`src/rtl/wdm_pkg.sv`:
```
package wdm_pkg;
  localparam int ACK_W = 2;
  localparam logic [ACK_W-1:0] ACK_OKAY  = 2'b01;
  localparam logic [ACK_W-1:0] ACK_RETRY = 2'b10;
  localparam logic [ACK_W-1:0] ACK_ERROR = 2'b11;
endpackage

```
`src/rtl/wdm_phase_track.sv`:
```
module wdm_phase_track
  import wdm_pkg::*;
(
  input  logic             clk,
  input  logic             rst,
  input  logic             ph_act,
  input  logic             burst,
  input  logic             slv_rdy,
  input  logic [ACK_W-1:0] slv_ack,
  input  logic             mst_abort_n,
  output logic             close_o,
  output logic             fail_o
);
  logic abort_pend;  // abort seen in a wait state of the open phase
  logic burst_kill;  // abort seen earlier in the current burst
  logic abort_now;

  always_comb begin
    abort_now = ph_act & ~mst_abort_n;
    close_o   = ph_act & slv_rdy;
    fail_o    = abort_pend | abort_now | burst_kill | (slv_ack != ACK_OKAY);
  end

  always_ff @(posedge clk) begin
    if (rst) begin
      abort_pend <= 1'b0;
      burst_kill <= 1'b0;
    end else begin
      abort_pend <= (ph_act & ~slv_rdy) ? (abort_pend | ~mst_abort_n) : 1'b0;
      burst_kill <= burst ? (burst_kill | abort_now) : 1'b0;
    end
  end

  // a wait-state abort must reach the closing cycle of the same phase
  p_wait_abort_held_r8: assert property (@(posedge clk) disable iff (rst)
    (ph_act && !slv_rdy && !mst_abort_n) |=> (ph_act && slv_rdy) -> fail_o);

  // leaving the burst drops the kill state
  p_kill_cleared_r10: assert property (@(posedge clk) disable iff (rst)
    (!burst) |=> !burst_kill);
endmodule

```
`src/rtl/wdm_report.sv`:
```
module wdm_report (
  input  logic clk,
  input  logic rst,
  input  logic close_i,
  input  logic fail_i,
  input  logic err_clr,
  output logic res_valid,
  output logic res_ok,
  output logic err_sticky
);
  always_ff @(posedge clk) begin
    if (rst) begin
      res_valid  <= 1'b0;
      res_ok     <= 1'b0;
      err_sticky <= 1'b0;
    end else begin
      res_valid <= close_i;
      if (close_i) res_ok <= ~fail_i;
      err_sticky <= (close_i & fail_i) | (err_sticky & ~err_clr);
    end
  end

  // every failed result is visible in the sticky bit at once
  p_sticky_on_fail_r11: assert property (@(posedge clk) disable iff (rst)
    (res_valid && !res_ok) |-> err_sticky);

  // without a new closing phase, the flag keeps its value
  p_flag_hold_r12: assert property (@(posedge clk) disable iff (rst)
    !close_i |=> $stable(res_ok));
endmodule

```
`src/rtl/wr_done_mon.sv`:
```
module wr_done_mon
  import wdm_pkg::*;
(
  input  logic             clk,
  input  logic             rst,
  input  logic             ph_act,
  input  logic             burst,
  input  logic             slv_rdy,
  input  logic [ACK_W-1:0] slv_ack,
  input  logic             mst_abort_n,
  input  logic             err_clr,
  output logic             res_valid,
  output logic             res_ok,
  output logic             err_sticky
);
  logic close_w;
  logic fail_w;

  wdm_phase_track u_track (
    .clk(clk), .rst(rst), .ph_act(ph_act), .burst(burst), .slv_rdy(slv_rdy),
    .slv_ack(slv_ack), .mst_abort_n(mst_abort_n),
    .close_o(close_w), .fail_o(fail_w)
  );

  wdm_report u_rep (
    .clk(clk), .rst(rst), .close_i(close_w), .fail_i(fail_w), .err_clr(err_clr),
    .res_valid(res_valid), .res_ok(res_ok), .err_sticky(err_sticky)
  );

  // no result after a wait-state cycle
  p_no_result_in_wait_r3: assert property (@(posedge clk) disable iff (rst)
    !(ph_act && slv_rdy) |=> !res_valid);

  // slave error code fails
  p_slave_err_r4: assert property (@(posedge clk) disable iff (rst)
    (ph_act && slv_rdy && slv_ack == ACK_ERROR) |=> (res_valid && !res_ok));

  // slave retry code fails
  p_slave_retry_r5: assert property (@(posedge clk) disable iff (rst)
    (ph_act && slv_rdy && slv_ack == ACK_RETRY) |=> (res_valid && !res_ok));

  // abort in the closing cycle fails
  p_close_abort_r7: assert property (@(posedge clk) disable iff (rst)
    (ph_act && slv_rdy && !mst_abort_n) |=> (res_valid && !res_ok));

  // the valid strobe never lasts two cycles for one phase
  p_valid_pulse_r12: assert property (@(posedge clk) disable iff (rst)
    (res_valid && !$past(ph_act && slv_rdy)) |-> 1'b0);
endmodule

```
`config.mk`:
```
export PLATFORM = sky130hd
export DESIGN_NAME = wr_done_mon
export DESIGN_NICKNAME = d
export VERILOG_FILES = /design/src/rtl/wdm_pkg.sv /design/src/rtl/wdm_phase_track.sv /design/src/rtl/wdm_report.sv /design/src/rtl/wr_done_mon.sv
export SDC_FILE = /design/constraint.sdc
export NUM_CORES = 1
export LEC_CHECK = 0
export BUFFER_PORTS_ARGS = -buffer_cell sky130_fd_sc_hd__buf_4
export CAP_MARGIN = 20
export CORE_AREA = 2 2 39 41
export CTS_BUF_LIST = sky130_fd_sc_hd__clkbuf_8
export DETAILED_ROUTE_END_ITERATION = 10
export DIE_AREA = 0 0 41 43
export PLACE_DENSITY = 0.31
export SYNTH_ARGS = -nofsm -noshare
export SYNTH_HDL_FRONTEND = slang
export SYNTH_HIERARCHICAL = 1
export SYNTH_SLANG_ARGS = --single-unit
```
`constraint.sdc`:
```
create_clock -name clk -period 0.9 [get_ports clk]
set_input_delay 0.18 -clock clk [delete_from_list [all_inputs] [get_ports clk]]
set_output_delay 0.18 -clock clk [all_outputs]
set_load 0.01 [all_outputs]
```
==> results of run 1 <==
==> sequential cells by signal (all words and copies together), names as in the netlist <==
name and flops:
u_rep/err_sticky 1, u_rep/res_ok 1, u_rep/res_valid 1, u_track/abort_pend 1, u_track/burst_kill 1
==> through the flow <==
| step | hold WS, ns | setup TNS [ns] | instances | worst slack (ns) |
|---|---|---|---|---|
| floorplan | 0.2424 | 0 | 20 | 0.1440 |
| global placement | 0.3524 | -0.004031 | 47 | -0.004031 |
| detailed placement | 0.3532 | -0.01753 | 47 | -0.01753 |
| CTS | 0.1228 | 0 | 51 | 0.04252 |
| global route | 0.1319 | 0 | 51 | 0.007295 |
| finish | 0.1262 | 0 | 51 | 0.05060 |
==> final cells by class <==
cell class / count / area [um2]
clock buffers: 3 / 41.29
inverters: 1 / 3.754
multi-input cells: 14 / 98.84
fillers: 159 / 1033
well taps: 16 / 20.02
flip-flops and latches: 5 / 100.1
repair buffers: 11 / 82.58
clock inverters: 1 / 3.754
==> worst min-delay path by stage <==
stage                 start                       endpoint  slack [ns]
finish              slv_rdy  u_track/abort_pend$_SDFF_PP0_        0.13
global route        slv_rdy  u_track/abort_pend$_SDFF_PP0_        0.13
CTS                 slv_rdy  u_track/abort_pend$_SDFF_PP0_        0.12
detailed placement  slv_rdy  u_track/abort_pend$_SDFF_PP0_        0.35
global placement    slv_rdy  u_track/abort_pend$_SDFF_PP0_        0.35
floorplan               rst    u_rep/err_sticky$_SDFF_PP0_        0.24
==> cells in the final DEF (no fill, tap or decap), drive strengths merged <==
master,count
clkbuf,3
nor2,2
and2,1
nand2b,3
nor3b,1
nand4,1
a21oi,2
inv,2
nor2b,2
dfxtp,5
nor4b,1
buf,11
nand2,1
==> kinds of logic after synthesis <==
| group | count (synthesis) |
|---|---|
| buf+inv | 1 |
| simple gates | 12 |
| flops | 5 |
| compound gates | 2 |
==> per-layer routing <==
layer  share of wire, %  global-route usage [%]  vias up
li1                   -                       -       96
met1                 39                   6.774       77
met3                 11                   3.141        0
met2                 50                   9.375       10
met4                  0                   8.000        0
met5                  0                       0        -
==> report_power, final <==
part,switching (W),internal [W],total [W]
Clock,0.000111,0.000293,0.000403
Sequential,0.00000410,0.000233,0.000237
Combinational,0.0000288,0.0000464,0.0000752
==> impl_metrics.env, run 1 <==
export IMPL_yosys_top_cells_count="dfxtp_1 (5), nand2b_1 (2), nor2_1 (2), nor2b_1 (2)"
export IMPL_yosysMostFrequentCell="dfxtp_1"
export IMPL_finClkSkew_ns=0.0006363
export IMPL_p_leak_nw=0.1524
export IMPL_rrSetupSlack_ns=0.07
export IMPL_yosysSeqAreaShare_pct=49.38
export IMPL_clkSlewWorstSetupHoldPaths_ns=0.04
export IMPL_first_pass_iters=1
export IMPL_synth_flop_cell="dfxtp_1"
export IMPL_syn_avg_cell_area_um2=10.13
export IMPL_synthSimpleGateAreaFrac_pct=41.98
export IMPL_maxSlewViolCount=0
export IMPL_required_ns=0.72
export IMPL_clock_latency_ns=0.22
export IMPL_ys_types=13
export IMPL_drv_cap=0
export IMPL_async_flop_share_pct=0
export IMPL_portBuffers=11
export IMPL_numCtsBuffers=3
export IMPL_critPathSlowestCell="dfxtp_1"
export IMPL_synth_top_area_share_pct=49.38
export IMPL_drtIter0Drc=0
export IMPL_grt_total_usage_pct=6.935
export IMPL_place_area_um2=305.3
export IMPL_synth_compound_area_share_pct=6.790
export IMPL_finalCritPeriodShare_pct=94.38
export IMPL_syn_nets=29
export IMPL_cp_top_family="flip-flops"
export IMPL_via_count=183
export IMPL_core_area_um2=1384
export IMPL_syn2layout_area_growth_pct=72.84
export IMPL_drc=0
export IMPL_die_width_um=41
export IMPL_r2r_end="u_rep/res_ok$_SDFFE_PP0P_"
export IMPL_worstMarginPinSlew_ns=0.1662
export IMPL_grt_start_max_net_pins=6
export IMPL_worst_path_stages=1
export IMPL_r2r_start="u_track/abort_pend$_SDFF_PP0_"
export IMPL_htreeDepth=1
export IMPL_grt_pass1_vias=197
export IMPL_synth_area_top_cells="dfxtp_1 (49%), nor4b_2 (7.4%), nand2b_1 (6.2%)"
export IMPL_critPathLaunchType="flop"
export IMPL_wl_um=457
export IMPL_die_area_um2=1763
export IMPL_power_density_nw_per_um2=2043
export IMPL_hp_class="in2reg"
export IMPL_cts_buffer_depth=2
export IMPL_cts_sinks=5
export IMPL_fin_area_um2=350.3
export IMPL_drt_wirelength_per_cell_um=8.961
export IMPL_start_util_pct=14.65
export IMPL_worstPathArrival_ns=0.67
export IMPL_crit_path_end="res_ok"
export IMPL_vias_per_cell=3.588
export IMPL_die_h_um=43
export IMPL_synth_seq_cells=5
export IMPL_min_path_cells=2
export IMPL_crit_path_end_kind="output port"
export IMPL_antennaDiodeCount=0
export IMPL_clockRootBuffer="clkbuf_8"
export IMPL_gp_congestion=0.6244
export IMPL_crit_start="u_rep/res_ok$_SDFFE_PP0P_"
export IMPL_ioPinCount=12
export IMPL_ctsHoldBuffers=0
export IMPL_cp_cell_sequence="buf_4"
export IMPL_synth_edf_count=0
export IMPL_post_cts_setup_buffer_count=0
export IMPL_setup_viol=0
export IMPL_synth_top_family_by_area="simple AND/OR/NAND/NOR gates"
export IMPL_fin_util_pct=25.32
export IMPL_antenna_found_initial=0
export IMPL_muxShareOfSynthArea_pct=0
export IMPL_synthesis_area_um2=202.7
export IMPL_ys_warn_count=6
export IMPL_slew_headroom_pct=88.89
export IMPL_reg2regPathDepth=4
export IMPL_worstSetupPathType="reg2out"
export IMPL_synthXorXnorAreaFrac_pct=0
export IMPL_cpPeakStageDelay_ns=0.33
export IMPL_fmax_mhz=1177
export IMPL_ir_drop_uv=610.9
export IMPL_synth_fa_ha_area_share_pct=0
export IMPL_row_count=14
export IMPL_rsz0062_at_grt="no"
export IMPL_layout_nets=45
export IMPL_grt_pass1_wl_um=738
export IMPL_grt_overflow_total=0
export IMPL_cts_tree="done"
export IMPL_layout_drive_gt1_share_pct=51.43
export IMPL_cp_max_fo=2
export IMPL_dp_hpwl_um=372.4
export IMPL_crit_buf_inv=1
export IMPL_ctsResizeCount=0
export IMPL_outcome="complete, no violations"
export IMPL_hold_violations=0
export IMPL_postSynthCellCount=20
export IMPL_min_period_ns=0.8494
export IMPL_finalPower_w=0.0007156
export IMPL_ant_nets=0
export IMPL_yosys_area_top_type="dfxtp_1"
(Power assumes the default switching activity.)
==> run 2: changes to the inputs <==
==> constraint.sdc (replaced) <==
create_clock -name clk -period 1 [get_ports clk]
set_input_delay 0.2 -clock clk [delete_from_list [all_inputs] [get_ports clk]]
set_output_delay 0.2 -clock clk [all_outputs]
set_load 0.01 [all_outputs]
==> run 2 against run 1 <==
Critical endpoint unchanged. Non-clock buffer count unchanged. Critical path depth did not move. First-iteration DRC count did not move. Core utilization did not move. Routed wire length fell by 4.6%. Sequential share of layout area is the same. Combinational power fell by 10%. Setup slack improved by 0.083 ns. Power fell by 11%. Sequential cell count is the same.
==> impl_metrics.env, run 2 (synthesis results as in run 1) <==
export IMPL_outcome="complete, no violations"
export IMPL_r2r_end="u_rep/res_ok$_SDFFE_PP0P_"
export IMPL_hold_path_startpoint="slv_rdy"
export IMPL_critPathLaunchType="flop"
export IMPL_die_area_um2=1763
export IMPL_layout_nets=45
export IMPL_numCtsBuffers=3
export IMPL_clock_latency_ns=0.22
export IMPL_cp_cell_sequence="buf_4"
export IMPL_critPathSlowestCell="dfxtp_1"
export IMPL_cp_top_family="flip-flops"
export IMPL_layout_drive_gt1_share_pct=51.43
export IMPL_rrSetupSlack_ns=0.17
export IMPL_worstPathArrival_ns=0.67
export IMPL_drv_cap=0
export IMPL_power_density_nw_per_um2=1827
export IMPL_clockRootBuffer="clkbuf_8"
export IMPL_htreeDepth=1
export IMPL_cts_sinks=5
export IMPL_cp_max_fo=2
export IMPL_via_count=181
export IMPL_ctsHoldBuffers=0
export IMPL_hp_class="in2reg"
export IMPL_layout_commonest_cell="buf_4"
export IMPL_hold_violations=0
export IMPL_drtIter0Drc=0
export IMPL_finalPower_w=0.0006401
export IMPL_crit_buf_inv=1
export IMPL_fin_area_um2=350.3
export IMPL_rsz0062_at_grt="no"
export IMPL_crit_path_end_kind="output port"
export IMPL_die_width_um=41
export IMPL_dp_hpwl_um=361.2
export IMPL_fill_cells=161
export IMPL_mostFrequentLayoutCells="buf_4 (11), dfxtp_1 (5), clkbuf_8 (3)"
export IMPL_reg2regPathDepth=4
export IMPL_required_ns=0.80
export IMPL_core_area_um2=1384
export IMPL_antenna_found_initial=0
export IMPL_first_pass_iters=1
export IMPL_min_period_ns=0.8663
export IMPL_row_count=14
export IMPL_post_cts_setup_buffer_count=0
export IMPL_gp_congestion=0.5880
export IMPL_min_path_cells=2
export IMPL_ir_drop_uv=429.5
export IMPL_start_util_pct=14.65
export IMPL_wl_um=436
export IMPL_worstSetupPathType="reg2out"
export IMPL_drt_wirelength_per_cell_um=8.549
export IMPL_grt_total_usage_pct=6.633
export IMPL_ioPinCount=12
export IMPL_ant_nets=0
export IMPL_grt_pass1_vias=175
export IMPL_ctsResizeCount=0
export IMPL_grt_overflow_total=0
export IMPL_min_to="u_track/abort_pend$_SDFF_PP0_"
export IMPL_die_h_um=43
export IMPL_cpPeakStageDelay_ns=0.33
export IMPL_maxSlewViolCount=0
export IMPL_p_leak_nw=0.1524
export IMPL_drc=0
export IMPL_finalCritPeriodShare_pct=86.63
export IMPL_clkSlewWorstSetupHoldPaths_ns=0.03
export IMPL_place_area_um2=305.3
export IMPL_r2r_start="u_track/abort_pend$_SDFF_PP0_"
export IMPL_setup_viol=0
export IMPL_crit_start="u_rep/res_ok$_SDFFE_PP0P_"
export IMPL_antennaDiodeCount=0
export IMPL_cts_buffer_depth=2
export IMPL_fin_util_pct=25.32
export IMPL_syn2layout_area_growth_pct=72.84
export IMPL_finClkSkew_ns=0.0008197
export IMPL_slew_headroom_pct=87.86
export IMPL_vias_per_cell=3.549
export IMPL_portBuffers=11
export IMPL_tns_ns=0
export IMPL_fmax_mhz=1154
export IMPL_grt_start_max_net_pins=6
export IMPL_cts_tree="done"
export IMPL_worstMarginPinSlew_ns=0.1816
export IMPL_grt_pass1_wl_um=676
run 2: report_power, final:
part           total (W)  leakage (nW)  internal [W]  switching (W)
clock           0.000359        0.0269      0.000263      0.0000964
combinational  0.0000674        0.0845     0.0000418      0.0000257
sequential      0.000213        0.0410      0.000210     0.00000369
total           0.000640         0.152      0.000514       0.000126
run 2: cell type report:
type	count	area [um2]	share of cell area, %
clock buffer	3	41.29	11.79
clock inverter	1	3.754	1.071
inverter	1	3.754	1.071
multi-input combinational	14	98.84	28.21
sequential	5	100.1	28.57
tap	16	20.02	5.714
timing repair buffer	11	82.58	23.57
run 2: worst max-delay path by stage:
| stage | to | slack (ns) | cells after the start |
|---|---|---|---|
| after global routing | res_ok | 0.09 | 1 |
| after CTS | res_ok | 0.12 | 1 |
| final | res_ok | 0.13 | 1 |
| after floorplan | u_rep/res_ok$_SDFFE_PP0P_ | 0.23 | 4 |
| after global placement | u_rep/res_ok$_SDFFE_PP0P_ | 0.07 | 5 |
| after detailed placement | u_rep/res_ok$_SDFFE_PP0P_ | 0.07 | 5 |
run 2: metrics by stage:
step | setup WS [ns] | cells | hold slack [ns]
floorplan | 0.2327 | 20 | 0.2624
global placement | 0.07397 | 47 | 0.3724
detailed placement | 0.06570 | 47 | 0.3783
CTS | 0.1219 | 51 | 0.1431
global route | 0.08709 | 51 | 0.1436
finish | 0.1337 | 51 | 0.1507
run 2: layer usage:
layer | global-route usage (%) | vias to the layer above | share of wire [%]
met5 | 0 | - | 0
met4 | 6.000 | 0 | 0
met3 | 6.283 | 0 | 10
met2 | 7.187 | 10 | 43
met1 | 7.097 | 75 | 47
li1 | - | 96 | -
